`config.mk`:
```
export PLATFORM = sky130hd
export DESIGN_NAME = spi_word_master
export DESIGN_NICKNAME = d
export VERILOG_FILES = /design/src/rtl/spi_word_pkg.sv /design/src/rtl/spi_cfg_decode.sv /design/src/rtl/spi_rate_gen.sv /design/src/rtl/spi_shift_core.sv /design/src/rtl/spi_word_master.sv
export SDC_FILE = /design/constraint.sdc
export NUM_CORES = 1
export LEC_CHECK = 0
export ABC_CLOCK_PERIOD_IN_PS = 6500
export CORE_ASPECT_RATIO = 0.75
export CORE_UTILIZATION = 35
export CTS_CLUSTER_SIZE = 12
export DETAILED_ROUTE_END_ITERATION = 7
export HOLD_SLACK_MARGIN = 0.06
export PLACE_DENSITY_LB_ADDON = 0.3
export SLEW_MARGIN = 15
export SYNTH_ARGS = -nofsm -noshare
export SYNTH_HDL_FRONTEND = slang
export SYNTH_SLANG_ARGS = --single-unit
```
`constraint.sdc`:
```
create_clock -name clk -period 6.5 [get_ports clk]
set_input_delay 0.65 -clock clk [delete_from_list [all_inputs] [get_ports clk]]
set_output_delay 0.65 -clock clk [all_outputs]
set_load 0.01 [all_outputs]
```
`src/rtl/spi_word_pkg.sv`:
```
package spi_word_pkg;

    localparam int MAX_W  = 16;
    localparam int DIV_W  = 8;
    localparam int SIZE_W = 4;
    localparam int CNT_W  = $clog2(MAX_W + 1);
    localparam int EDGE_W = CNT_W + 1;

    typedef logic [CNT_W-1:0] nbits_t;

    typedef struct packed {
        nbits_t           nbits;
        logic             cpol;
        logic             cpha;
        logic [DIV_W-1:0] div;
    } xfer_cfg_t;

    typedef enum logic {
        ST_IDLE,
        ST_RUN
    } eng_state_t;

    // Size code to word length; 0 marks a reserved code.
    function automatic nbits_t size_to_bits(input logic [SIZE_W-1:0] code);
        if (code == '0)
            return nbits_t'(MAX_W);
        else if (code[SIZE_W-1])
            return nbits_t'(8) + nbits_t'(code[SIZE_W-2:0]);
        else
            return '0;
    endfunction

endpackage

```
`src/rtl/spi_cfg_decode.sv`:
```
module spi_cfg_decode
    import spi_word_pkg::*;
(
    input  logic              mode_master,
    input  logic [SIZE_W-1:0] mode_size,
    input  logic              mode_cpol,
    input  logic              mode_cpha,
    input  logic [DIV_W-1:0]  mode_div,
    output xfer_cfg_t         cfg,
    output logic              cfg_ok
);
    nbits_t n;

    always_comb begin
        n          = size_to_bits(mode_size);
        cfg.nbits  = n;
        cfg.cpol   = mode_cpol;
        cfg.cpha   = mode_cpha;
        cfg.div    = mode_div;
        cfg_ok     = mode_master && (mode_div >= DIV_W'(2)) && (n != '0);
    end
endmodule

```
`src/rtl/spi_rate_gen.sv`:
```
module spi_rate_gen
    import spi_word_pkg::*;
(
    input  logic             clk,
    input  logic             rst,
    input  logic             run,
    input  logic [DIV_W-1:0] div,
    output logic             tick
);
    logic [DIV_W-1:0] cnt_q;

    assign tick = run && (cnt_q == (div - 1'b1));

    always_ff @(posedge clk) begin
        if (rst || !run)
            cnt_q <= '0;
        else if (tick)
            cnt_q <= '0;
        else
            cnt_q <= cnt_q + 1'b1;
    end
endmodule

```
`src/rtl/spi_shift_core.sv`:
```
module spi_shift_core
    import spi_word_pkg::*;
(
    input  logic             clk,
    input  logic             rst,
    input  logic             load,
    input  nbits_t           load_nbits,
    input  logic [MAX_W-1:0] load_word,
    input  nbits_t           run_nbits,
    input  logic             run_cpha,
    input  logic             tick,
    input  logic             sdi,
    output logic             sdo_bit,
    output logic             sclk_ph,
    output logic             last_tick,
    output logic [MAX_W-1:0] rx_final
);
    logic [MAX_W-1:0]  tx_sh;
    logic [MAX_W-1:0]  rx_sh;
    logic [EDGE_W-1:0] edge_q;
    logic              ph_q;

    logic              leading;
    logic              last_edge;
    logic              sample_now;
    logic              shift_now;
    logic [EDGE_W-1:0] last_idx;
    logic [MAX_W-1:0]  rx_next;
    nbits_t            pad;

    always_comb begin
        last_idx   = {run_nbits, 1'b0} - 1'b1;
        leading    = ~edge_q[0];
        last_edge  = (edge_q == last_idx);
        sample_now = tick && (run_cpha ? ~leading : leading);
        shift_now  = tick && (run_cpha ? (leading && (edge_q != '0))
                                       : (~leading && ~last_edge));
        rx_next    = {rx_sh[MAX_W-2:0], sdi};
        rx_final   = sample_now ? rx_next : rx_sh;
        last_tick  = tick && last_edge;
        pad        = nbits_t'(MAX_W) - load_nbits;
    end

    assign sdo_bit = tx_sh[MAX_W-1];
    assign sclk_ph = ph_q;

    always_ff @(posedge clk) begin
        if (rst) begin
            tx_sh  <= '0;
            rx_sh  <= '0;
            edge_q <= '0;
            ph_q   <= 1'b0;
        end else if (load) begin
            tx_sh  <= load_word << pad;
            rx_sh  <= '0;
            edge_q <= '0;
            ph_q   <= 1'b0;
        end else begin
            if (tick) begin
                edge_q <= edge_q + 1'b1;
                ph_q   <= ~ph_q;
            end
            if (shift_now)
                tx_sh <= tx_sh << 1;
            if (sample_now)
                rx_sh <= rx_next;
        end
    end
endmodule

```
`src/rtl/spi_word_master.sv`:
```
module spi_word_master
    import spi_word_pkg::*;
(
    input  logic              clk,
    input  logic              rst,
    input  logic              start,
    input  logic              mode_master,
    input  logic              mode_float,
    input  logic [SIZE_W-1:0] mode_size,
    input  logic              mode_cpol,
    input  logic              mode_cpha,
    input  logic [DIV_W-1:0]  mode_div,
    input  logic [MAX_W-1:0]  tx_word,
    input  logic              sdi,
    output logic              sclk,
    output logic              sdo,
    output logic              sdo_oe,
    output logic              busy,
    output logic              done,
    output logic [MAX_W-1:0]  rx_word
);
    eng_state_t       state_q;
    xfer_cfg_t        cfg_live;
    xfer_cfg_t        cfg_q;
    logic             cfg_ok;
    logic             accept;
    logic             tick;
    logic             last_tick;
    logic             sclk_ph;
    logic             sdo_bit;
    logic             done_q;
    logic [MAX_W-1:0] rx_q;
    logic [MAX_W-1:0] rx_final;
    logic             running;

    spi_cfg_decode u_dec (
        .mode_master (mode_master),
        .mode_size   (mode_size),
        .mode_cpol   (mode_cpol),
        .mode_cpha   (mode_cpha),
        .mode_div    (mode_div),
        .cfg         (cfg_live),
        .cfg_ok      (cfg_ok)
    );

    assign running = (state_q == ST_RUN);
    assign accept  = (state_q == ST_IDLE) && start && cfg_ok;

    spi_rate_gen u_rate (
        .clk  (clk),
        .rst  (rst),
        .run  (running),
        .div  (cfg_q.div),
        .tick (tick)
    );

    spi_shift_core u_core (
        .clk        (clk),
        .rst        (rst),
        .load       (accept),
        .load_nbits (cfg_live.nbits),
        .load_word  (tx_word),
        .run_nbits  (cfg_q.nbits),
        .run_cpha   (cfg_q.cpha),
        .tick       (tick),
        .sdi        (sdi),
        .sdo_bit    (sdo_bit),
        .sclk_ph    (sclk_ph),
        .last_tick  (last_tick),
        .rx_final   (rx_final)
    );

    always_ff @(posedge clk) begin
        if (rst) begin
            state_q <= ST_IDLE;
            cfg_q   <= '0;
            done_q  <= 1'b0;
            rx_q    <= '0;
        end else begin
            done_q <= 1'b0;
            unique case (state_q)
                ST_IDLE: begin
                    if (accept) begin
                        state_q <= ST_RUN;
                        cfg_q   <= cfg_live;
                    end
                end
                ST_RUN: begin
                    if (last_tick) begin
                        state_q <= ST_IDLE;
                        done_q  <= 1'b1;
                        rx_q    <= rx_final;
                    end
                end
                default: state_q <= ST_IDLE;
            endcase
        end
    end

    assign sclk    = running ? (cfg_q.cpol ^ sclk_ph) : mode_cpol;
    assign sdo     = sdo_bit;
    assign sdo_oe  = running | ~mode_float;
    assign busy    = running;
    assign done    = done_q;
    assign rx_word = rx_q;
endmodule

```
### Word-level counts from Yosys, hierarchy flattened

Index checks and enable logic that the tools add are counted.

* $add $sub $neg: 6
* $mul: 0
* divide/modulo/power cells: 0
* magnitude comparators: 1
* eq/ne operators: 2
* shifts and indexed selects: 1
* multiplexer cells: 12
* bitwise logic cells: 7
* reductions and logical operators: 21

Operator list (count)
* 16-bit 2-to-1 mux: 3
* 16-bit by 5-bit << shifter with 16-bit output: 1
* 1-bit logical AND: 10
* 5-bit 2-to-1 mux: 2
* 8-bit by 1-bit adder with 8-bit output (second input constant): 1
* 8-bit == test: 1
* 8-bit by 2-bit >= comparator with 1-bit output (second input constant): 1
* 8-bit by 1-bit subtractor with 8-bit output (second input constant): 1
* 6-bit by 1-bit adder with 6-bit output (second input constant): 1
* 6-bit == test: 1
* 1-bit 2-to-1 mux: 6
* 6-bit nonzero test: 1
* 2-bit OR reduction: 3
* 6-bit by 1-bit subtractor with 6-bit output (second input constant): 1
* 4-bit by 3-bit adder with 5-bit output (first input constant): 1
* 1-bit inverter: 5
* 5-bit nonzero test: 1
* 5-bit subtractor (first input constant): 1
* 4-bit zero test: 1
* 2-bit AND reduction: 2
* 1-bit case mux with 2 select lines: 1
* 2-bit nonzero test: 1
* 1-bit zero test: 1
* 1-bit logical OR: 1
* other kinds (2): 2

* bits in registers: 80
* latch bits: 0
* RAM bits: 0
* ROM bits: 0
* memories kept: 0

### Logic depth before layout (Yosys ltp)

* depth in word-level cells: 8
* depth in mapped cells: 16

### By module

A second synthesis with hierarchy kept.

* cell total of the unflattened synthesis: 486
* area total of the unflattened synthesis: 4838.4 um^2

By module, submodules not included
* spi_shift_core: instances 1, cells each 251, area each 2662.6 um^2, seq. area each 780.7 um^2
* spi_word_master: instances 1, cells each 150, area each 1461.4 um^2, seq. area each 660.6 um^2
* spi_rate_gen: instances 1, cells each 66, area each 580.6 um^2, seq. area each 160.2 um^2
* spi_cfg_decode: instances 1, cells each 19, area each 133.9 um^2, seq. area each 0.0 um^2

### Least setup slack after synthesis

OpenSTA, ideal clock, no wires.

* path kind: input port to flip-flop
* start point: input mode_size[0]
* end point: register u_core.tx_sh[11]
* library setup time: 95 ps
* arrival: 3729 ps
* slack: 2675 ps
* cell stages on the path: 16
* buffers on the path: 6
* cell sequence: buf_2 -> nand2_1 -> buf_2 -> buf_2 -> ha_1 -> clkbuf_1 -> nor2b_1 -> ha_1 -> nor4bb_1 -> buf_2 -> o41a_1 -> buf_2 -> and2_1 -> o21ai_0 -> or3b_1 -> a221oi_1

* longest elaborated chain between the ends: 7
* elaborated cells between the ends (all ways): 11
* classes of those cells: add/sub (2); shift (1); mux (3); reduce/logical (5)

RTL lines
* from (decl): line spi_word_master.sv:9 `input logic [SIZE_W-1:0] mode_size,`
* 4-bit by 3-bit adder with 5-bit output: line spi_word_pkg.sv:28 `return nbits_t'(8) + nbits_t'(code[SIZE_W-2:0]);`
* 5-bit 2-to-1 mux: line spi_word_pkg.sv:27 `else if (code[SIZE_W-1])`
* 5-bit 2-to-1 mux (*): line spi_word_pkg.sv:25 `if (code == '0)`
* branches (longest 4 deep; another with 5-bit subtractor)
* to (signal assigned): line spi_shift_core.sv:54 `tx_sh <= load_word << pad;`
* to (signal assigned): line spi_shift_core.sv:64 `tx_sh <= tx_sh << 1;`
* to (decl): line spi_shift_core.sv:18 `logic [MAX_W-1:0] tx_sh;`

Every way passes the cells marked *.
A chain may end at the register's enable or synchronous reset.

### Final worst setup path

* start point: input mode_size[3]
* end point: register u_core.tx_sh[7]

* longest elaborated chain between the ends: 6
* elaborated cells between the ends (all ways): 10
* classes of those cells: add/sub (1); shift (1); mux (3); reduce/logical (5)

RTL lines (line)
* 4-bit zero test / 5-bit 2-to-1 mux (equally long branches): spi_word_pkg.sv:25, spi_word_pkg.sv:27
* 5-bit 2-to-1 mux (*): spi_word_pkg.sv:25
* branches (longest 4 deep; another with 5-bit subtractor)

Marks and branches as above.

==> flow_summary.ini <==
[outcome]
status = completed

[grt]
grt_pass1_wl_microns = 20110
grt_max_degree = 57
grt_pass1_vias = 3912
antenna_found_initial = 0
grt_usage = 0.1864
grt-ovfl-total = 0

[timing]
tightestPinTransition_ns = 1.018
rsz0062_at_grt = no
finalSetupTns_ns = 0
setup_slack_ns = 2.058
drv_slew = 0
final.period_utilization = 0.6834
fin_crit_ns = 4.442
fmax_ghz = 0.2251
worst_clock_skew_ns = 0.01094
max_slew_margin = 0.3210
setup_viol = 0
fin_hold_ws_ns = 0.4705
finalHoldViolCount = 0

[power]
switching_share = 0.2657
power_switching_mw = 0.3371
p_comb_frac = 0.150
power_density_nw_per_um2 = 227.7
power.leakage_nw = 1.959
power.share.clock = 0.448
ir_drop_v = 0.0001666
internal_power_mw = 0.9315
power_frac_seq = 0.401
total_power_mw = 1.269

[logic_synthesis]
synthFlopType = dfxtp_1
synth_edf_count = 0
synth.top_cells.by_count = 80 x dfxtp_1, 54 x nor2_1, 46 x a21oi_1, 45 x mux2i_1, 43 x nand2_1
synth_fp_nets = 563
yosys.area.top_type = dfxtp_1
synthDistinctLibCells = 64
postSynthCellCount = 520
yosys_warnings = 0
yosysMostFrequentCell = dfxtp_1
synthArstFlopShare = 0
syn_area_sq_um = 4607
yosysSeqAreaShare = 0.3476
synth.avg_cell_area_sq_um = 8.859
ys_top_cells_by_area = dfxtp_1 35%, mux2i_1 9.8%, a21oi_1 5.0%
synth_seq_cells = 80
yosysTopAreaCellShare = 0.3476

[detailed_routing]
vias_per_cell = 5.711
drt_pass1_iterations = 5
wl_per_cell_microns = 16.67
routed_wl_microns = 12100
via_count = 4146
ant_nets = 0
drcViolationCount = 0
drtIter0Drc = 365

[worst_setup_path]
critPathBufInv = 2
cp.required_ns = 6.74
crit_path_frequent_cell = ha_1
path_max_fanout = 19
reg2regPathDepth = 8
max_stage_delay_ns = 0.81
path_class = in2reg
cp-start-kind = primary input
crit_cells = 12
slowest_stage = clkdlybuf4s50_1
worstPathArrival_ns = 4.68
end_kind = register
path_cells = clkdlybuf4s50_1, nand2_1, ha_1, nor2b_1, ha_1, nor4bb_1, buf_4, o41a_1, nand3_1, a2111oi_0, a31oi_1, a221oi_1
critical_path.top_delay_family = compound AO/OA/AOI/OAI gates

[job]
cap_violations = 0

[finish]
nFillCells = 1200
drive_gt1_frac = 0.08571
num-nets-final = 598
final_area_sq_um = 5570
area_growth_pct = 20.91
diodes = 0
register_area_sq_um = 1602
multi_input_area_sq_um = 2761
finalNonFillerCells = 726
utilization = 0.4432

[placement]
io_buffers = 56
place_area_sq_um = 5229
pre_cts_ws_ns = 1.728
dpl.cell_count = 710
hpwl_microns = 8513
place.gp.congestion = 0.8625

[clocking]
clkLatencyLatePin_ns = 0.35
cts.repair.resized = 0
cts_inserted_buffers = 9
clk_pin_slew_ns = 0.06
htree_levels = 3
hold_buffers = 0
clock-sinks = 80
clk_path_buf_depth = 2
postCtsSetupBuffers = 0
cts_root_buffer = clkbuf_16
cts_tree = yes

[min_path]
min_path_cells = 2
hp-class = reg2reg

[die]
die_area_sq_um = 13630
core_sq_um = 12570
start_util = 0.3666
ios = 57
die_w_microns = 134.5
fp-row-count = 35
fp.dieH_microns = 101.4
-- flip-flops by register name (all words and copies together) (netlist names) --
name	cells
rx_word	16
u_core.rx_sh	16
u_core.tx_sh	16
cfg_q	15
u_rate.cnt_q	8
u_core.edge_q	6
busy	1
done	1
u_core.sclk_ph	1
-- final cells by class --
cell class	count	share of cell area
inverter	14	0.009434
multi-input combinational	387	0.4957
clock buffer	9	0.04043
sequential	80	0.2875
timing repair buffer	63	0.1092
tap	166	0.03729
clock inverter	7	0.02044
-- routing by layer --
metal	global-route usage	vias up	wire length [microns]
met5	0	-	0
met3	0.05856	13	921
li1	-	1995	-
met4	0.04494	0	110
met1	0.2635	2002	5995
met2	0.2742	136	5074
-- worst reg2reg max path, stage by stage, from the launching register on --
cell and delay (ns):
dfxtp_1 0.45, inv_1 0.07, ha_1 0.28, o21ba_1 0.21, a221oi_2 0.31, o22ai_2 0.18
or3_1 0.63, o31ai_1 0.71, a221oi_1 0.19
-- worst paths after layout --
| path | start | endpoint | slack (ns) |
|---|---|---|---|
| worst min register to register | u_core.tx_sh[5] | u_core.tx_sh[5] | 0.47 |
| worst max register to register | cfg_q[0] | u_core.tx_sh[15] | 3.30 |
| worst min-delay path | u_core.tx_sh[5] | u_core.tx_sh[5] | 0.47 |
| worst max-delay path | mode_size[3] | u_core.tx_sh[7] | 2.06 |
-- kinds of logic after synthesis --
group | count (synthesis) | share of synthesized area
compound gates | 135 | 0.2083
xor+xnor | 28 | 0.05323
fa+ha+maj | 7 | 0.01901
buf+inv | 53 | 0.05757
flops | 80 | 0.3476
mux | 59 | 0.1467
simple gates | 158 | 0.1676
-- cell usage in the layout, fill, tap and decap left out, types with 5 or more instances in the layout --
master           instances
dfxtp_1                 80
clkdlybuf4s50_1         55
nor2_1                  53
a21oi_1                 46
mux2i_1                 45
nand2_1                 43
a211oi_1                20
inv_1                   14
xnor2_1                 14
xor2_1                  13
nand3_1                 12
nand2b_1                 9
clkbuf_16                9
mux2_2                   8
o21ai_0                  8
a221oi_1                 7
ha_1                     7
buf_4                    7
nor3_1                   6
and3_1                   6
mux4_2                   6
o211ai_1                 6
o41ai_1                  6
nor2b_1                  5
a311oi_1                 5
-- power groups by stage --
| stage | Sequential, mW | Clock, mW | Combinational, mW |
|---|---|---|---|
| after global routing | 0.510 | 0.600 | 0.208 |
| after floorplan | 0.517 | 0 | 0.129 |
| final | 0.509 | 0.569 | 0.191 |
| after global placement | 0.520 | 0 | 0.185 |
| after detailed placement | 0.520 | 0 | 0.187 |
| after CTS | 0.509 | 0.576 | 0.188 |
No activity file was read; power rests on OpenSTA's default activity.
